===== config.mk =====
export PLATFORM = sky130hd
export DESIGN_NAME = clock_evict
export DESIGN_NICKNAME = d
export VERILOG_FILES = /design/src/rtl/clock_evict_pkg.sv /design/src/rtl/clock_evict_frames.sv /design/src/rtl/clock_evict_ptr.sv /design/src/rtl/clock_evict_fsm.sv /design/src/rtl/clock_evict.sv
export SDC_FILE = /design/constraint.sdc
export NUM_CORES = 1
export LEC_CHECK = 0
export CORE_UTILIZATION = 57
export DETAILED_ROUTE_END_ITERATION = 10
export PLACE_DENSITY = 0.86
export SLEW_MARGIN = 5
export SYNTH_ARGS = -nofsm -noshare
export SYNTH_HDL_FRONTEND = slang
export SYNTH_SLANG_ARGS = --single-unit

===== constraint.sdc =====
create_clock -name clk -period 2.6 [get_ports clk]
set_input_delay 0.78 -clock clk [delete_from_list [all_inputs] [get_ports clk]]
set_output_delay 0.78 -clock clk [all_outputs]
set_load 0.005 [all_outputs]

===== src/rtl/clock_evict_pkg.sv =====
package clock_evict_pkg;

    typedef enum logic [1:0] {
        ST_IDLE,
        ST_SCAN,
        ST_REPORT
    } scan_state_e;

    typedef struct packed {
        logic valid;
        logic r;
        logic m;
        logic dirty;
    } frame_flags_t;

endpackage


===== src/rtl/clock_evict_frames.sv =====
module clock_evict_frames
    import clock_evict_pkg::*;
#(
    parameter int NUM_FRAMES = 4,
    parameter int TAG_W      = 8,
    localparam int IDX_W     = $clog2(NUM_FRAMES)
) (
    input  logic               clk,
    input  logic               rst_n,
    input  logic               evt_en,
    input  logic [TAG_W-1:0]   evt_tag,
    input  logic               evt_write,
    input  logic [IDX_W-1:0]   sel_idx,
    input  logic               clr_r,
    input  logic               clr_m,
    input  logic               load_en,
    input  logic [TAG_W-1:0]   load_tag,
    input  logic               load_write,
    output frame_flags_t       sel_flags,
    output logic [TAG_W-1:0]   sel_tag
);

    logic [TAG_W-1:0]      tag_q [NUM_FRAMES];
    frame_flags_t          flg_q [NUM_FRAMES];
    logic [NUM_FRAMES-1:0] hit_vec;

    // One tag comparator per frame.
    generate
        for (genvar g = 0; g < NUM_FRAMES; g++) begin : g_match
            assign hit_vec[g] = flg_q[g].valid && (tag_q[g] == evt_tag);
        end
    endgenerate

    always_ff @(posedge clk) begin
        if (!rst_n) begin
            for (int i = 0; i < NUM_FRAMES; i++) begin
                tag_q[i] <= '0;
                flg_q[i] <= '0;
            end
        end else begin
            for (int i = 0; i < NUM_FRAMES; i++) begin
                if (load_en && (sel_idx == IDX_W'(i))) begin
                    tag_q[i]       <= load_tag;
                    flg_q[i].valid <= 1'b1;
                    flg_q[i].r     <= 1'b1;
                    flg_q[i].m     <= load_write;
                    flg_q[i].dirty <= load_write;
                end else if (clr_r && (sel_idx == IDX_W'(i))) begin
                    flg_q[i].r <= 1'b0;
                end else if (clr_m && (sel_idx == IDX_W'(i))) begin
                    flg_q[i].m <= 1'b0;
                end else if (evt_en && hit_vec[i]) begin
                    flg_q[i].r <= 1'b1;
                    if (evt_write) begin
                        flg_q[i].m     <= 1'b1;
                        flg_q[i].dirty <= 1'b1;
                    end
                end
            end
        end
    end

    assign sel_flags = flg_q[sel_idx];
    assign sel_tag   = tag_q[sel_idx];

endmodule


===== src/rtl/clock_evict_ptr.sv =====
module clock_evict_ptr #(
    parameter int NUM_FRAMES = 4,
    localparam int IDX_W     = $clog2(NUM_FRAMES)
) (
    input  logic             clk,
    input  logic             rst_n,
    input  logic             step,
    output logic [IDX_W-1:0] ptr
);

    localparam logic [IDX_W-1:0] LAST = IDX_W'(NUM_FRAMES - 1);

    always_ff @(posedge clk) begin
        if (!rst_n) begin
            ptr <= '0;
        end else if (step) begin
            ptr <= (ptr == LAST) ? '0 : ptr + 1'b1;
        end
    end

endmodule


===== src/rtl/clock_evict_fsm.sv =====
module clock_evict_fsm
    import clock_evict_pkg::*;
#(
    parameter int NUM_FRAMES = 4,
    parameter int TAG_W      = 8,
    localparam int IDX_W     = $clog2(NUM_FRAMES)
) (
    input  logic             clk,
    input  logic             rst_n,
    input  logic             ref_valid,
    input  logic             fault_req,
    input  logic [TAG_W-1:0] fault_tag,
    input  logic             fault_write,
    input  logic             third_en,
    input  frame_flags_t     sel_flags,
    input  logic [TAG_W-1:0] sel_tag,
    input  logic [IDX_W-1:0] sel_idx,
    output logic             evt_en,
    output logic             step,
    output logic             clr_r,
    output logic             clr_m,
    output logic             load_en,
    output logic [TAG_W-1:0] load_tag,
    output logic             load_write,
    output logic             busy,
    output logic             done,
    output logic [IDX_W-1:0] victim_idx,
    output logic             writeback,
    output logic [TAG_W-1:0] evicted_tag,
    output logic             evicted_valid
);

    scan_state_e state_q, state_d;
    logic        mode_q;
    logic        pick;

    // State register.
    always_ff @(posedge clk) begin
        if (!rst_n) state_q <= ST_IDLE;
        else        state_q <= state_d;
    end

    assign pick = !sel_flags.valid ||
                  (!sel_flags.r && (!sel_flags.m || !mode_q));

    // Next state and per-frame scan actions.
    always_comb begin
        state_d = state_q;
        step    = 1'b0;
        clr_r   = 1'b0;
        clr_m   = 1'b0;
        load_en = 1'b0;
        evt_en  = 1'b0;
        unique case (state_q)
            ST_IDLE: begin
                evt_en = ref_valid;
                if (fault_req) state_d = ST_SCAN;
            end
            ST_SCAN: begin
                step = 1'b1;
                if (pick) begin
                    load_en = 1'b1;
                    state_d = ST_REPORT;
                end else if (sel_flags.r) begin
                    clr_r = 1'b1;
                end else begin
                    clr_m = 1'b1;
                end
            end
            ST_REPORT: begin
                state_d = ST_IDLE;
            end
            default: state_d = ST_IDLE;
        endcase
    end

    // Request capture and result registers.
    always_ff @(posedge clk) begin
        if (!rst_n) begin
            load_tag      <= '0;
            load_write    <= 1'b0;
            mode_q        <= 1'b0;
            victim_idx    <= '0;
            writeback     <= 1'b0;
            evicted_tag   <= '0;
            evicted_valid <= 1'b0;
        end else begin
            if ((state_q == ST_IDLE) && fault_req) begin
                load_tag   <= fault_tag;
                load_write <= fault_write;
                mode_q     <= third_en;
            end
            if (load_en) begin
                victim_idx    <= sel_idx;
                writeback     <= sel_flags.valid && sel_flags.dirty;
                evicted_tag   <= sel_tag;
                evicted_valid <= sel_flags.valid;
            end
        end
    end

    // Outputs.
    always_comb begin
        busy = (state_q != ST_IDLE);
        done = (state_q == ST_REPORT);
    end

endmodule


===== src/rtl/clock_evict.sv =====
module clock_evict
    import clock_evict_pkg::*;
#(
    parameter int NUM_FRAMES = 4,
    parameter int TAG_W      = 8,
    localparam int IDX_W     = $clog2(NUM_FRAMES)
) (
    input  logic             clk,
    input  logic             rst_n,
    input  logic             ref_valid,
    input  logic [TAG_W-1:0] ref_tag,
    input  logic             ref_write,
    input  logic             fault_req,
    input  logic [TAG_W-1:0] fault_tag,
    input  logic             fault_write,
    input  logic             third_en,
    output logic             busy,
    output logic             done,
    output logic [IDX_W-1:0] victim_idx,
    output logic             writeback,
    output logic [TAG_W-1:0] evicted_tag,
    output logic             evicted_valid
);

    logic             evt_en, step, clr_r, clr_m, load_en, load_write;
    logic [TAG_W-1:0] load_tag, sel_tag;
    logic [IDX_W-1:0] ptr_q;
    frame_flags_t     sel_flags;

    clock_evict_ptr #(.NUM_FRAMES(NUM_FRAMES)) u_ptr (
        .clk   (clk),
        .rst_n (rst_n),
        .step  (step),
        .ptr   (ptr_q)
    );

    clock_evict_frames #(.NUM_FRAMES(NUM_FRAMES), .TAG_W(TAG_W)) u_frames (
        .clk        (clk),
        .rst_n      (rst_n),
        .evt_en     (evt_en),
        .evt_tag    (ref_tag),
        .evt_write  (ref_write),
        .sel_idx    (ptr_q),
        .clr_r      (clr_r),
        .clr_m      (clr_m),
        .load_en    (load_en),
        .load_tag   (load_tag),
        .load_write (load_write),
        .sel_flags  (sel_flags),
        .sel_tag    (sel_tag)
    );

    clock_evict_fsm #(.NUM_FRAMES(NUM_FRAMES), .TAG_W(TAG_W)) u_fsm (
        .clk           (clk),
        .rst_n         (rst_n),
        .ref_valid     (ref_valid),
        .fault_req     (fault_req),
        .fault_tag     (fault_tag),
        .fault_write   (fault_write),
        .third_en      (third_en),
        .sel_flags     (sel_flags),
        .sel_tag       (sel_tag),
        .sel_idx       (ptr_q),
        .evt_en        (evt_en),
        .step          (step),
        .clr_r         (clr_r),
        .clr_m         (clr_m),
        .load_en       (load_en),
        .load_tag      (load_tag),
        .load_write    (load_write),
        .busy          (busy),
        .done          (done),
        .victim_idx    (victim_idx),
        .writeback     (writeback),
        .evicted_tag   (evicted_tag),
        .evicted_valid (evicted_valid)
    );

endmodule


==> impl_metrics.env <==
export IMPL_synth_flop_cell="sky130_fd_sc_hd__edfxtp_1"
export IMPL_clockRootBuffer="sky130_fd_sc_hd__clkbuf_8"
export IMPL_power_leakage_nw=1.905
export IMPL_yosysSeqAreaShare_pct=50.64
export IMPL_final_worst_hold_slack_ns=0.4571
export IMPL_finalWeightedCongestion=0.9062
export IMPL_tritoncts_num_sinks=76
export IMPL_worstSkewPairLatency_ns=0.36
export IMPL_synth_largest_type_area_fraction_pct=34.70
export IMPL_arrival_ns=2.60
export IMPL_syn_inst=356
export IMPL_syn_nets=383
export IMPL_antennaDiodeCount=0
export IMPL_avgSynthCellArea_um2=10.94
export IMPL_vias_per_cell=6.278
export IMPL_dp_final_hpwl_um=6849
export IMPL_tritoncts="done"
export IMPL_timing_slew_headroom_pct=50.99
export IMPL_critical_path_class="primary input to flip-flop"
export IMPL_final_layout_size_suffix_gt1_share_pct=14.70
export IMPL_post_route_worst_setup_slack_ns=0.1838
export IMPL_endpoint_kind="flip-flop"
export IMPL_initialDrtViolationCount=382
export IMPL_finalWorstPathRequiredPeriod_ns=2.416
export IMPL_max_cap_viol=0
export IMPL_clkTransAtPathRegs_ns=0.07
export IMPL_ys_top_cells_by_area="sky130_fd_sc_hd__edfxtp_1 (35%), sky130_fd_sc_hd__dfxtp_1 (16%), sky130_fd_sc_hd__mux4_2 (6.4%)"
export IMPL_yosys_register_bits=76
export IMPL_cp_data_required_time_ns=2.78
export IMPL_rows=29
export IMPL_fin_worst_skew_ns=0.007232
export IMPL_grt_max_degree=39
export IMPL_max_slew_worst_pin_slew_ns=0.7351
export IMPL_finish_utilization_pct=73.19
export IMPL_finalWirelength_um=9325
export IMPL_io_pin_count=37
export IMPL_buffers_on_ports=36
export IMPL_postSynth_asyncResetShare_pct=0
export IMPL_overall_track_demand_over_capacity_in_global_routing_pct=28.45
export IMPL_setup_violations_final=0
export IMPL_first_pass_iters=9
export IMPL_grt_first_pass_wirelength_um=15150
export IMPL_synth_top_area_cell="sky130_fd_sc_hd__edfxtp_1"
export IMPL_layout_worst_path_cycle_share_pct=92.93
export IMPL_syn_cell_area_mm2=0.003894
export IMPL_h_tree_depth=3
export IMPL_ctsLongestPathBuffers=2
export IMPL_hold_viol=0
export IMPL_fp_dieArea_mm2=0.007166
export IMPL_core_region_area_mm2=0.006459
export IMPL_grt_overflow_total=0
export IMPL_post_route_drc_count=3
export IMPL_post_place_ws_ns=-0.1723
export IMPL_initial_antenna_violation_count=0
export IMPL_number_of_global_route_vias_before_repair=3050
export IMPL_outcome="finished with violations"
export IMPL_drtAntennaViolNets=0
export IMPL_ys_types=44
export IMPL_cts_inserted_buffers=9
export IMPL_cp_start_kind="primary input"
export IMPL_slew_viols_final=0
export IMPL_dieWidth_um=84.65
export IMPL_wl_per_cell_um=18.95
export IMPL_num_vias=3089
export IMPL_vdd_ir_drop_max_v=0.0004112
export IMPL_crit_fanout=4
export IMPL_unrepaired_setup_endpoints_after_global_routing="no"
export IMPL_chipHeight_um=84.65
export IMPL_clock_fmax_mhz=413.9
export IMPL_min_path_type="flip-flop to flip-flop"
export IMPL_start_util_pct=60.29
export IMPL_failed_checks="DRC"
export IMPL_area_growth_pct=21.40
export IMPL_ys_warn_count=0
export IMPL_synth_edf_count=45
export IMPL_post_cts_setup_buffer_count=0
export IMPL_power_density_cell_area_mw_per_mm2=584.5
export IMPL_fin_nets=437
==> layer usage <==
metal / up-vias / share of wire, % / global-route usage (%)
met5: - / 0 / 0
met4: 0 / 2.9 / 12.33
met3: 34 / 10 / 8.358
met2: 181 / 49 / 46.42
met1: 1464 / 39 / 35.42
li1: 1410 / - / -
==> logic make-up (layout without fill, tap and decap cells) <==
family          after synthesis  in the layout  synth area share [%]
simple gates                122            122                 16.23
buf+inv                      37             96                 4.274
fa+ha+maj                     4              4                 1.285
flops                        76             76                 50.64
xor+xnor                     32             32                 7.198
mux                          26             26                 10.32
compound gates               59             59                 10.06
==> critical path, cell delays in order <==
cell	delay (ns)
sky130_fd_sc_hd__clkdlybuf4s50_1	0.50
sky130_fd_sc_hd__xor2_1	0.21
sky130_fd_sc_hd__nor4_1	0.39
sky130_fd_sc_hd__nand4_1	0.28
sky130_fd_sc_hd__buf_4	0.22
sky130_fd_sc_hd__o31ai_1	0.21
==> final timing paths <==
kind,depth (start not counted),endpoint,start,slack [ns]
setup / recovery,6,u_frames.flg_q[0][1]$_DFFE_PP_,ref_tag[6],0.18
hold / removal,2,u_fsm.evicted_tag[0]$_SDFFE_PN0N_,u_fsm.evicted_tag[0]$_SDFFE_PN0N_,0.46
setup reg to reg,5,u_frames.tag_q[2][0]$_SDFFCE_PN0P_,flip-flop,0.22
hold reg to reg,2,u_fsm.evicted_tag[0]$_SDFFE_PN0N_,u_fsm.evicted_tag[0]$_SDFFE_PN0N_,0.46
==> synthesized netlist by cell type, types with 2 or more instances <==
cell type,n
sky130_fd_sc_hd__a21o_1,3
sky130_fd_sc_hd__a21oi_1,20
sky130_fd_sc_hd__a22o_1,4
sky130_fd_sc_hd__a31oi_1,3
sky130_fd_sc_hd__and2_1,5
sky130_fd_sc_hd__and3_1,34
sky130_fd_sc_hd__and4_1,3
sky130_fd_sc_hd__buf_1,2
sky130_fd_sc_hd__buf_6,3
sky130_fd_sc_hd__clkbuf_1,17
sky130_fd_sc_hd__dfxtp_1,31
sky130_fd_sc_hd__edfxtp_1,45
sky130_fd_sc_hd__ha_1,4
sky130_fd_sc_hd__inv_1,13
sky130_fd_sc_hd__mux2_2,3
sky130_fd_sc_hd__mux2i_1,12
sky130_fd_sc_hd__mux4_2,11
sky130_fd_sc_hd__nand2_1,48
sky130_fd_sc_hd__nand2b_1,4
sky130_fd_sc_hd__nand3_1,5
sky130_fd_sc_hd__nand4_1,6
sky130_fd_sc_hd__nor2_1,4
sky130_fd_sc_hd__nor2b_1,3
sky130_fd_sc_hd__nor3_1,3
sky130_fd_sc_hd__nor4_1,5
sky130_fd_sc_hd__o211ai_1,3
sky130_fd_sc_hd__o21ai_0,9
sky130_fd_sc_hd__o221ai_1,3
sky130_fd_sc_hd__o2bb2ai_1,2
sky130_fd_sc_hd__o31ai_1,4
sky130_fd_sc_hd__xnor2_1,12
sky130_fd_sc_hd__xor2_1,20
==> cell usage in the layout (no fill, tap or decap), types with 2 or more instances in the layout <==
| cell | n |
|---|---|
| sky130_fd_sc_hd__a31oi_1 | 3 |
| sky130_fd_sc_hd__inv_1 | 13 |
| sky130_fd_sc_hd__o211ai_1 | 3 |
| sky130_fd_sc_hd__buf_4 | 27 |
| sky130_fd_sc_hd__and3_1 | 34 |
| sky130_fd_sc_hd__nand2b_1 | 4 |
| sky130_fd_sc_hd__a21oi_1 | 20 |
| sky130_fd_sc_hd__o31ai_1 | 4 |
| sky130_fd_sc_hd__nor2b_1 | 3 |
| sky130_fd_sc_hd__nand4_1 | 6 |
| sky130_fd_sc_hd__nor3_1 | 3 |
| sky130_fd_sc_hd__mux2_2 | 3 |
| sky130_fd_sc_hd__mux4_2 | 11 |
| sky130_fd_sc_hd__nor4_1 | 5 |
| sky130_fd_sc_hd__and4_1 | 3 |
| sky130_fd_sc_hd__xnor2_1 | 12 |
| sky130_fd_sc_hd__nor2_1 | 4 |
| sky130_fd_sc_hd__xor2_1 | 20 |
| sky130_fd_sc_hd__mux2i_1 | 12 |
| sky130_fd_sc_hd__nand3_1 | 5 |
| sky130_fd_sc_hd__nand2_1 | 48 |
| sky130_fd_sc_hd__clkdlybuf4s50_1 | 36 |
| sky130_fd_sc_hd__o21ai_0 | 9 |
| sky130_fd_sc_hd__a22o_1 | 4 |
| sky130_fd_sc_hd__buf_12 | 4 |
| sky130_fd_sc_hd__dfxtp_1 | 31 |
| sky130_fd_sc_hd__edfxtp_1 | 45 |
| sky130_fd_sc_hd__clkbuf_1 | 2 |
| sky130_fd_sc_hd__o2bb2ai_1 | 2 |
| sky130_fd_sc_hd__ha_1 | 4 |
| sky130_fd_sc_hd__bufinv_16 | 2 |
| sky130_fd_sc_hd__o221ai_1 | 3 |
| sky130_fd_sc_hd__and2_1 | 5 |
| sky130_fd_sc_hd__clkbuf_8 | 9 |
| sky130_fd_sc_hd__a21o_1 | 3 |
==> stage by stage <==
step,power [W],std cells,TNS (ns),cell area (µm²)
after floorplan,0.001621,356,0,3894
after global placement,0.001789,476,-0.5556,4516
after detailed placement,0.001803,476,-1.623,4516
after CTS,0.002761,492,0,4723
after global routing,0.002852,492,0,4727
final,0.002763,492,0,4727
==> power breakdown <==
group          switching, W  internal (W)  total (W)
registers         0.0000472       0.00134    0.00138
clock network      0.000443      0.000536   0.000979
logic              0.000210      0.000191   0.000400
total              0.000700       0.00206    0.00276
==> layout make-up <==
cell class	instances	area, µm²
Clock buffer	11	131.4
Tap cell	77	96.34
Inverter	13	48.80
Clock inverter	5	76.32
Multi-Input combinational cell	243	1759
Timing Repair Buffer	67	643.1
Sequential cell	76	1972
Fill cell	468	1732
==> sequential cells by signal (all words and copies together), names as in the netlist, named ones only <==
register,cells
u_fsm.load_write,1
u_fsm.writeback,1
u_ptr.ptr,2
u_fsm.evicted_tag,8
u_fsm.state_q,2
u_frames.flg_q,16
u_fsm.evicted_valid,1
u_fsm.victim_idx,2
u_fsm.mode_q,1
u_fsm.load_tag,8
u_frames.tag_q,32
==> timing repair <==
| action | CTS | global route |
|---|---|---|
| resized for setup | 0 | 1 |
| setup endpoints to repair | 0 | 1 |
| hold buffers | 0 | 0 |
| endpoints found under the hold margin | 0 | 0 |
No activity file was read; power rests on OpenSTA's default activity.
